`src/rtl/swz_pkg.sv`:
```
package swz_pkg;
  localparam int LANE_W  = 32;
  localparam int LANES   = 4;
  localparam int REGS    = 2;
  localparam int IDX_W   = $clog2(LANES);
  localparam int SEL_W   = IDX_W + 1;
  localparam int IMM_W   = LANES * SEL_W;

  localparam logic [SEL_W-1:0] SEL_SKIP = 3'b000;
  localparam logic [SEL_W-1:0] SEL_RSVD = 3'b001;
  localparam logic [SEL_W-1:0] SEL_ZERO = 3'b010;
  localparam logic [SEL_W-1:0] SEL_ONE  = 3'b011;

  localparam logic [31:0] FP32_ONE = 32'h3F80_0000;
endpackage

```
`src/rtl/swz_lane_pick.sv`:
```
module swz_lane_pick
  import swz_pkg::*;
#(
  parameter int LANE_W = swz_pkg::LANE_W,
  parameter int LANES  = swz_pkg::LANES,
  parameter logic [LANE_W-1:0] FP_ONE_PAT = LANE_W'(FP32_ONE)
) (
  input  logic [SEL_W-1:0]        sel,
  input  logic [LANES*LANE_W-1:0] src_flat,
  input  logic                    fp_mode,
  output logic [LANE_W-1:0]       pick_val,
  output logic                    pick_wr,
  output logic                    pick_rsvd
);
  localparam int LIDX_W = $clog2(LANES);

  logic [LANE_W-1:0] src_lane [LANES];

  for (genvar l = 0; l < LANES; l++) begin : g_unpack
    assign src_lane[l] = src_flat[l*LANE_W +: LANE_W];
  end

  always_comb begin
    pick_val  = '0;
    pick_wr   = 1'b0;
    pick_rsvd = 1'b0;
    if (sel[SEL_W-1]) begin
      pick_val = src_lane[sel[LIDX_W-1:0]];
      pick_wr  = 1'b1;
    end else begin
      case (sel)
        SEL_ZERO: begin
          pick_val = '0;
          pick_wr  = 1'b1;
        end
        SEL_ONE: begin
          pick_val = fp_mode ? FP_ONE_PAT : LANE_W'(1);
          pick_wr  = 1'b1;
        end
        SEL_RSVD: pick_rsvd = 1'b1;
        default:  pick_wr   = 1'b0;
      endcase
    end
  end
endmodule

```
`src/rtl/swz_lane_merge.sv`:
```
module swz_lane_merge #(
  parameter int LANE_W = swz_pkg::LANE_W
) (
  input  logic [LANE_W-1:0] pick_val,
  input  logic              pick_wr,
  input  logic [LANE_W-1:0] cur_val,
  input  logic              same_reg,
  output logic [LANE_W-1:0] new_val
);
  always_comb begin
    if (pick_wr)       new_val = pick_val;
    else if (same_reg) new_val = cur_val;
    else               new_val = '0;
  end
endmodule

```
`src/rtl/swz_unit.sv`:
```
module swz_unit
  import swz_pkg::*;
#(
  parameter int LANE_W = swz_pkg::LANE_W,
  parameter logic [LANE_W-1:0] FP_ONE_PAT = LANE_W'(FP32_ONE)
) (
  input  logic                 clk,
  input  logic                 rst_n,
  input  logic                 in_vld,
  input  logic [2*LANE_W-1:0]  src_r0,
  input  logic [2*LANE_W-1:0]  src_r1,
  input  logic [2*LANE_W-1:0]  cur_r0,
  input  logic [2*LANE_W-1:0]  cur_r1,
  input  logic [IMM_W-1:0]     sel_imm,
  input  logic                 fp_mode,
  input  logic                 same_reg,
  output logic                 out_vld,
  output logic [2*LANE_W-1:0]  res_r0,
  output logic [2*LANE_W-1:0]  res_r1,
  output logic [REGS-1:0]      res_we,
  output logic                 res_illegal
);
  localparam int REG_W  = 2 * LANE_W;
  localparam int FLAT_W = LANES * LANE_W;
  localparam int LPR    = LANES / REGS;

  // reset synchroniser: assert asynchronously, release on clock
  logic [1:0] rst_pipe;
  logic       rst_sync_n;

  always_ff @(posedge clk or negedge rst_n) begin
    if (!rst_n) rst_pipe <= 2'b00;
    else        rst_pipe <= {rst_pipe[0], 1'b1};
  end
  assign rst_sync_n = rst_pipe[1];

  logic [FLAT_W-1:0] src_flat, cur_flat, new_flat;
  logic [LANES-1:0]  lane_wr, lane_rsvd;

  assign src_flat = {src_r1, src_r0};
  assign cur_flat = {cur_r1, cur_r0};

  for (genvar l = 0; l < LANES; l++) begin : g_lane
    logic [LANE_W-1:0] pv;
    swz_lane_pick #(
      .LANE_W(LANE_W), .LANES(LANES), .FP_ONE_PAT(FP_ONE_PAT)
    ) i_pick (
      .sel      (sel_imm[l*SEL_W +: SEL_W]),
      .src_flat (src_flat),
      .fp_mode  (fp_mode),
      .pick_val (pv),
      .pick_wr  (lane_wr[l]),
      .pick_rsvd(lane_rsvd[l])
    );
    swz_lane_merge #(.LANE_W(LANE_W)) i_merge (
      .pick_val(pv),
      .pick_wr (lane_wr[l]),
      .cur_val (cur_flat[l*LANE_W +: LANE_W]),
      .same_reg(same_reg),
      .new_val (new_flat[l*LANE_W +: LANE_W])
    );
  end

  // next-state
  logic            any_rsvd;
  logic [REGS-1:0] nxt_we;
  logic [REG_W-1:0] nxt_r0, nxt_r1;

  assign any_rsvd = |lane_rsvd;
  assign nxt_r0   = new_flat[0 +: REG_W];
  assign nxt_r1   = new_flat[REG_W +: REG_W];

  for (genvar r = 0; r < REGS; r++) begin : g_we
    always_comb begin
      if (any_rsvd)      nxt_we[r] = 1'b0;
      else if (same_reg) nxt_we[r] = |lane_wr[r*LPR +: LPR];
      else               nxt_we[r] = 1'b1;
    end
  end

  // result register
  always_ff @(posedge clk or negedge rst_sync_n) begin
    if (!rst_sync_n) begin
      out_vld     <= 1'b0;
      res_r0      <= '0;
      res_r1      <= '0;
      res_we      <= '0;
      res_illegal <= 1'b0;
    end else begin
      out_vld <= in_vld;
      if (in_vld) begin
        res_r0      <= nxt_r0;
        res_r1      <= nxt_r1;
        res_we      <= nxt_we;
        res_illegal <= any_rsvd;
      end
    end
  end


  out_vld_follow_chk: assert property (@(posedge clk) disable iff (!rst_sync_n)
    in_vld |=> out_vld);

  out_vld_idle_chk: assert property (@(posedge clk) disable iff (!rst_sync_n)
    !in_vld |=> !out_vld);

  rsvd_blocks_write_chk: assert property (@(posedge clk) disable iff (!rst_sync_n)
    (in_vld && any_rsvd) |=> (res_illegal && res_we == '0));

  split_writes_both_chk: assert property (@(posedge clk) disable iff (!rst_sync_n)
    (in_vld && !same_reg && !any_rsvd) |=> (res_we == '1 && !res_illegal));

  skip_keeps_x_chk: assert property (@(posedge clk) disable iff (!rst_sync_n)
    (in_vld && same_reg && sel_imm[SEL_W-1:0] == SEL_SKIP)
      |=> res_r0[LANE_W-1:0] == $past(cur_r0[LANE_W-1:0]));

  skip_clears_w_chk: assert property (@(posedge clk) disable iff (!rst_sync_n)
    (in_vld && !same_reg && sel_imm[IMM_W-1 -: SEL_W] == SEL_SKIP)
      |=> res_r1[REG_W-1 -: LANE_W] == '0);
endmodule

```
`config.mk`:
```
export PLATFORM = sky130hd
export DESIGN_NAME = swz_unit
export DESIGN_NICKNAME = d
export VERILOG_FILES = /design/src/rtl/swz_pkg.sv /design/src/rtl/swz_lane_pick.sv /design/src/rtl/swz_lane_merge.sv /design/src/rtl/swz_unit.sv
export SDC_FILE = /design/constraint.sdc
export NUM_CORES = 1
export LEC_CHECK = 0
export ABC_AREA = 1
export BUFFER_PORTS_ARGS = -buffer_cell sky130_fd_sc_hd__buf_2
export CORE_MARGIN = 5
export CORE_UTILIZATION = 30
export CTS_BUF_LIST = sky130_fd_sc_hd__clkbuf_16
export CTS_CLUSTER_DIAMETER = 80
export DETAILED_ROUTE_END_ITERATION = 7
export GPL_TIMING_DRIVEN = 0
export HOLD_SLACK_MARGIN = 0.05
export PLACE_DENSITY = 0.61
export SLEW_MARGIN = 20
export SYNTH_ARGS = -nofsm -noshare
export SYNTH_HDL_FRONTEND = slang
export SYNTH_SLANG_ARGS = --single-unit
```
`constraint.sdc`:
```
create_clock -name clk -period 13.1 [get_ports clk]
set_clock_uncertainty 0.15 [all_clocks]
set_input_delay 2.62 -clock clk [delete_from_list [all_inputs] [get_ports clk]]
set_output_delay 2.62 -clock clk [all_outputs]
set_load 0.02 [all_outputs]
```
* Yosys cells after proc, flatten, opt, wreduce, memory -nomap -nowiden
Cells that the tools add are included.
** Storage, ports and cells
- Register bits :: 134
- Bits of input ports :: 273
- Output and inout bits :: 132
- Word-level logic and storage cells :: 82
** Operators by class
- Order comparisons :: 4
- Equality and inequality tests :: 12
- Multiplexer cells :: 49
- Bitwise gates (word level) :: 4
- Reductions and logical operators :: 7
** Operators with widths (number)
- $mux 32 :: 23
- $bmux 32 s2 :: 4
- $mux 30 :: 2
- $eq 3x2->1 const B :: 8
- $mux 1 :: 20
- $eq 3x1->1 const B :: 4
- $ge 3x3->1 const B :: 4
- $not 2->3 :: 4
- $reduce_or 2->1 :: 6
- $reduce_or 4->1 :: 1

* Depth between registers and ports, before layout
- Depth after elaboration :: 7
- Depth in mapped cells :: 11
- Mapped depth without buffers :: 9

* Hierarchy
A second synthesis with hierarchy kept.
** Unflattened totals
- Cell total of the unflattened synthesis :: 2432
- Area, all modules :: 13223.9 µm²
** Modules (own cells, without submodules)
- swz_lane_pick :: instances 4, cells each 360, area each 1498.9 µm², sequential area each 0.0 µm²
- swz_unit :: instances 1, cells each 564, area each 5001.0 µm², sequential area each 3353.2 µm²
- swz_lane_merge :: instances 4, cells each 107, area each 556.8 µm², sequential area each 0.0 µm²

* Worst setup path before layout
No wires, ideal clock.
- Path kind :: input to register
- Start :: input sel_imm[11]
- End :: register res_r1[61]
- Setup time :: 113 ps
- Arrival :: 3489 ps
- Data required time :: 12837 ps
- Path slack :: 9348 ps
- Stages :: 9
- Path buffers :: 2
- Path through :: clkbuf_1 inv_1 nand2_4 nor2_8 buf_4 a21oi_1 nand3_1 nand2_1 inv_1
** Between the ends
- Longest elaborated chain between the ends :: 5
- Elaborated cells on any way between the ends :: 8
- Classes of those cells :: 2 x eq/ne; 5 x mux; 1 x reduce/logical
** RTL lines
- from (decl) :: RTL line swz_unit.sv:14 : input logic [IMM_W-1:0] sel_imm,
- $eq 3x2->1 :: RTL line swz_lane_pick.sv:31 : case (sel)
- $reduce_or 2->1 (no source line)
- $mux 1 :: RTL line swz_lane_pick.sv:31
- $mux 1 :: RTL line swz_lane_pick.sv:27 : if (sel[SEL_W-1]) begin
- $mux 32 * :: RTL line swz_lane_merge.sv:11 : if (pick_wr) new_val = pick_val;
- to (signal assigned) :: RTL line swz_unit.sv:93 : res_r1 <= nxt_r1;
- to (decl) :: RTL line swz_unit.sv:19 : output logic [2*LANE_W-1:0] res_r1,
Every way passes the cells marked *; elsewhere a longest branch is shown, timed or not.
A chain may end at the register's enable or synchronous reset.

* Final worst setup path
- Start :: input same_reg
- End :: register res_r1[9]
** Between the ends
- Longest elaborated chain between the ends :: 2
** RTL lines
- from (decl) :: RTL line swz_unit.sv:16 : input logic same_reg,
- $mux 32 :: RTL line swz_lane_merge.sv:12 : else if (same_reg) new_val = cur_val;
- $mux 32 :: RTL line swz_lane_merge.sv:11
Every way passes these cells.

==> results.sh <==
export IMPL_status="complete, no violations"
export IMPL_grt_use_total=0.308
export IMPL_reg2reg_depth=1
export IMPL_vias_per_cell=5.33
export IMPL_nets=2547
export IMPL_core_sq_mm=0.0357
export IMPL_area_growth_synth_to_final_pct=29.9
export IMPL_die_w_um=201
export IMPL_cp_required_ns=13.31
export IMPL_n_fill_cell=4089
export IMPL_drc_errors=0
export IMPL_fin_crit_ns=4.08
export IMPL_crit_slowest_cell="clkbuf_1"
export IMPL_cpMostUsedCell="buf_2"
export IMPL_clk_pin_slew_worst_paths_ns=0.07
export IMPL_rrSetupSlack_ns=12.03
export IMPL_yosysMostFrequentCell="nand2_1"
export IMPL_vdd_ir_drop_worst_mv=0.0923
export IMPL_synth_edf_count=0
export IMPL_hold_buffers=0
export IMPL_cpPeakStageDelay_ns=0.66
export IMPL_min_path_type="reg -> async"
export IMPL_max_slew_margin=0.429
export IMPL_postCtsSetupRepairBufs=0
export IMPL_synth_nets=2129
export IMPL_start_util=0.305
export IMPL_cts_root_buf="clkbuf_16"
export IMPL_path_cells="buf_2 > buf_2 > clkbuf_1 > a31oi_1 > a21oi_1"
export IMPL_synth_area_top_cells="dfrtp_1, nand2_1, a21oi_1"
export IMPL_crit_path_end_kind="flip-flop"
export IMPL_die_area_sq_mm=0.0403
export IMPL_grt_pass1_vias=14200
export IMPL_place_inst=2716
export IMPL_rsz0062_at_grt="false"
export IMPL_worstSkewPairLatency_ns=0.44
export IMPL_dr_total_vias=14800
export IMPL_h_tree_depth=4
export IMPL_clock_sinks=134
export IMPL_synth_largest_area_cell="dfrtp_1"
export IMPL_place_ws_ns=8.60
export IMPL_grt_max_degree=54
export IMPL_synth_common_cells="nand2_1, a21oi_1, nor2_1"
export IMPL_r2r_start="rst_pipe[1]$_DFF_PN0_"
export IMPL_arrival_ns=4.30
export IMPL_dr_pass1_iters=6
export IMPL_cts_tree="done"
export IMPL_io_pins=405
export IMPL_clk_path_buf_depth=2
export IMPL_max_freq_ghz=0.245
export IMPL_timing_rr_end="res_r0[57]$_DFFE_PN0P_"
export IMPL_syn_inst=1856
export IMPL_synth_cell_types=28
export IMPL_yosys_warnings=0
export IMPL_synth_top_area_frac=0.307
export IMPL_die_h_um=201
export IMPL_drive_above_1_share=0.237
export IMPL_final_antenna_net_count=0
export IMPL_gp_congestion=0.976
export IMPL_power_density_mw_per_mm2=105
export IMPL_worst_slew_pin_slew_ns=0.857
export IMPL_drv_slew=0
export IMPL_hold_slack_ns=0.115
export IMPL_setup_viol=0
export IMPL_cts_resized=0
export IMPL_min_period_over_period=0.312
export IMPL_globalRouteOverflowTotal=0
export IMPL_port_buffers=397
export IMPL_ys_seq_area_frac=0.307
export IMPL_finalPower_mw=1.48
export IMPL_rows=69
export IMPL_startpoint="same_reg"
export IMPL_numCtsBuffers=17
export IMPL_start_kind="primary input"
export IMPL_ys_ff_latch=134
export IMPL_fin_tns_setup_ns=0
export IMPL_synth_flop_cell="dfrtp_1"
export IMPL_wirelength_um=64800
export IMPL_synth_avg_cell_area_sq_um=5.88
export IMPL_routedWlPerCell_um=23.4
export IMPL_hold_violations=0
export IMPL_syn_area_sq_mm=0.0109
export IMPL_antenna_found_initial=24
export IMPL_p_leak_nw=8.00
export IMPL_synthArstFlopShare=1.00
export IMPL_grt_pass1_wl_um=93100
export IMPL_crit_type="in -> reg"
export IMPL_layout_setup_ws_ns=9.02
export IMPL_final_cells=2766
export IMPL_drtIter0Drc=1664
export IMPL_dp_hpwl_um=51400
export IMPL_cp_max_fo=10
export IMPL_cap_violations=0
[kinds of logic (layout without fill, tap and decap cells)]
family	Yosys count	in the layout	synth area share
and+or+nand+nor	1059	1059	0.394
other	1	19	0.000344
DFF	134	134	0.307
AOI/OAI and AO/OA	349	349	0.177
buffers and inverters	313	744	0.121
[worst max-delay path by stage]
stage,endpoint,depth (start not counted)
final,res_r1[9]$_DFFE_PN0P_,5
after detailed placement,res_r1[9]$_DFFE_PN0P_,5
after floorplan,out_vld$_DFF_PN0_,0
after global routing,res_r1[26]$_DFFE_PN0P_,6
after CTS,res_r1[9]$_DFFE_PN0P_,5
after global placement,res_r1[26]$_DFFE_PN0P_,0
[where the power goes]
group	internal [mW]	total, mW	leakage, nW	switching, mW
combinational	0.153	0.494	6.13	0.341
clock	0.296	0.499	0.291	0.202
sequential	0.461	0.491	1.59	0.0304
[sequential cells by signal, indices dropped and copies added, names as in the netlist]
signal / flops
rst_pipe: 2
res_illegal: 1
out_vld: 1
res_we: 2
res_r1: 64
res_r0: 64
[through the flow]
stage	instance area, sq um	utilization
floorplan	10900	-
global placement	13500	0.377
detailed placement	13500	0.379
CTS	14100	0.395
global route	14100	0.396
finish	14200	0.396
[per-layer routing]
| layer | wire [um] | part of all wire | global-route usage | vias up |
|---|---|---|---|---|
| li1 | - | - | - | 6736 |
| met1 | 25300 | 0.39 | 0.386 | 6853 |
| met4 | 3620 | 0.056 | 0.150 | 18 |
| met2 | 29000 | 0.45 | 0.491 | 958 |
| met5 | 105 | 0.0016 | 0 | - |
| met3 | 6830 | 0.11 | 0.0827 | 187 |
[cell usage in the layout (no fill, tap or decap), types with 5 or more instances in the layout]
| cell type | n |
|---|---|
| nand2_1 | 706 |
| buf_2 | 450 |
| a21oi_1 | 261 |
| nor2_1 | 189 |
| inv_1 | 171 |
| dfrtp_1 | 133 |
| nand3_1 | 131 |
| o211ai_1 | 63 |
| clkbuf_1 | 46 |
| a31oi_1 | 24 |
| diode_2 | 18 |
| clkbuf_16 | 17 |
| or2_2 | 16 |
| buf_1 | 15 |
| buf_4 | 13 |
| inv_2 | 10 |
| clkinv_2 | 5 |
[layout make-up]
type	count	area, sq um	share of cell area
flip-flops and latches	134	3360	0.237
multi-input cells	1409	6230	0.440
well taps	461	577	0.0407
plain buffers	131	637	0.0450
clock inverters	15	164	0.0116
clock buffers	17	425	0.0300
inverters	182	686	0.0484
repair buffers	399	2040	0.144
diodes	18	45.0	0.00318
[worst max-delay path: cells and delay by family]
| family | cells | cell delay (ns) |
|---|---|---|
| buffers and inverters | 3 | 1.12 |
| AO/OA/AOI/OAI | 2 | 0.54 |
(Power assumes the default switching activity.)
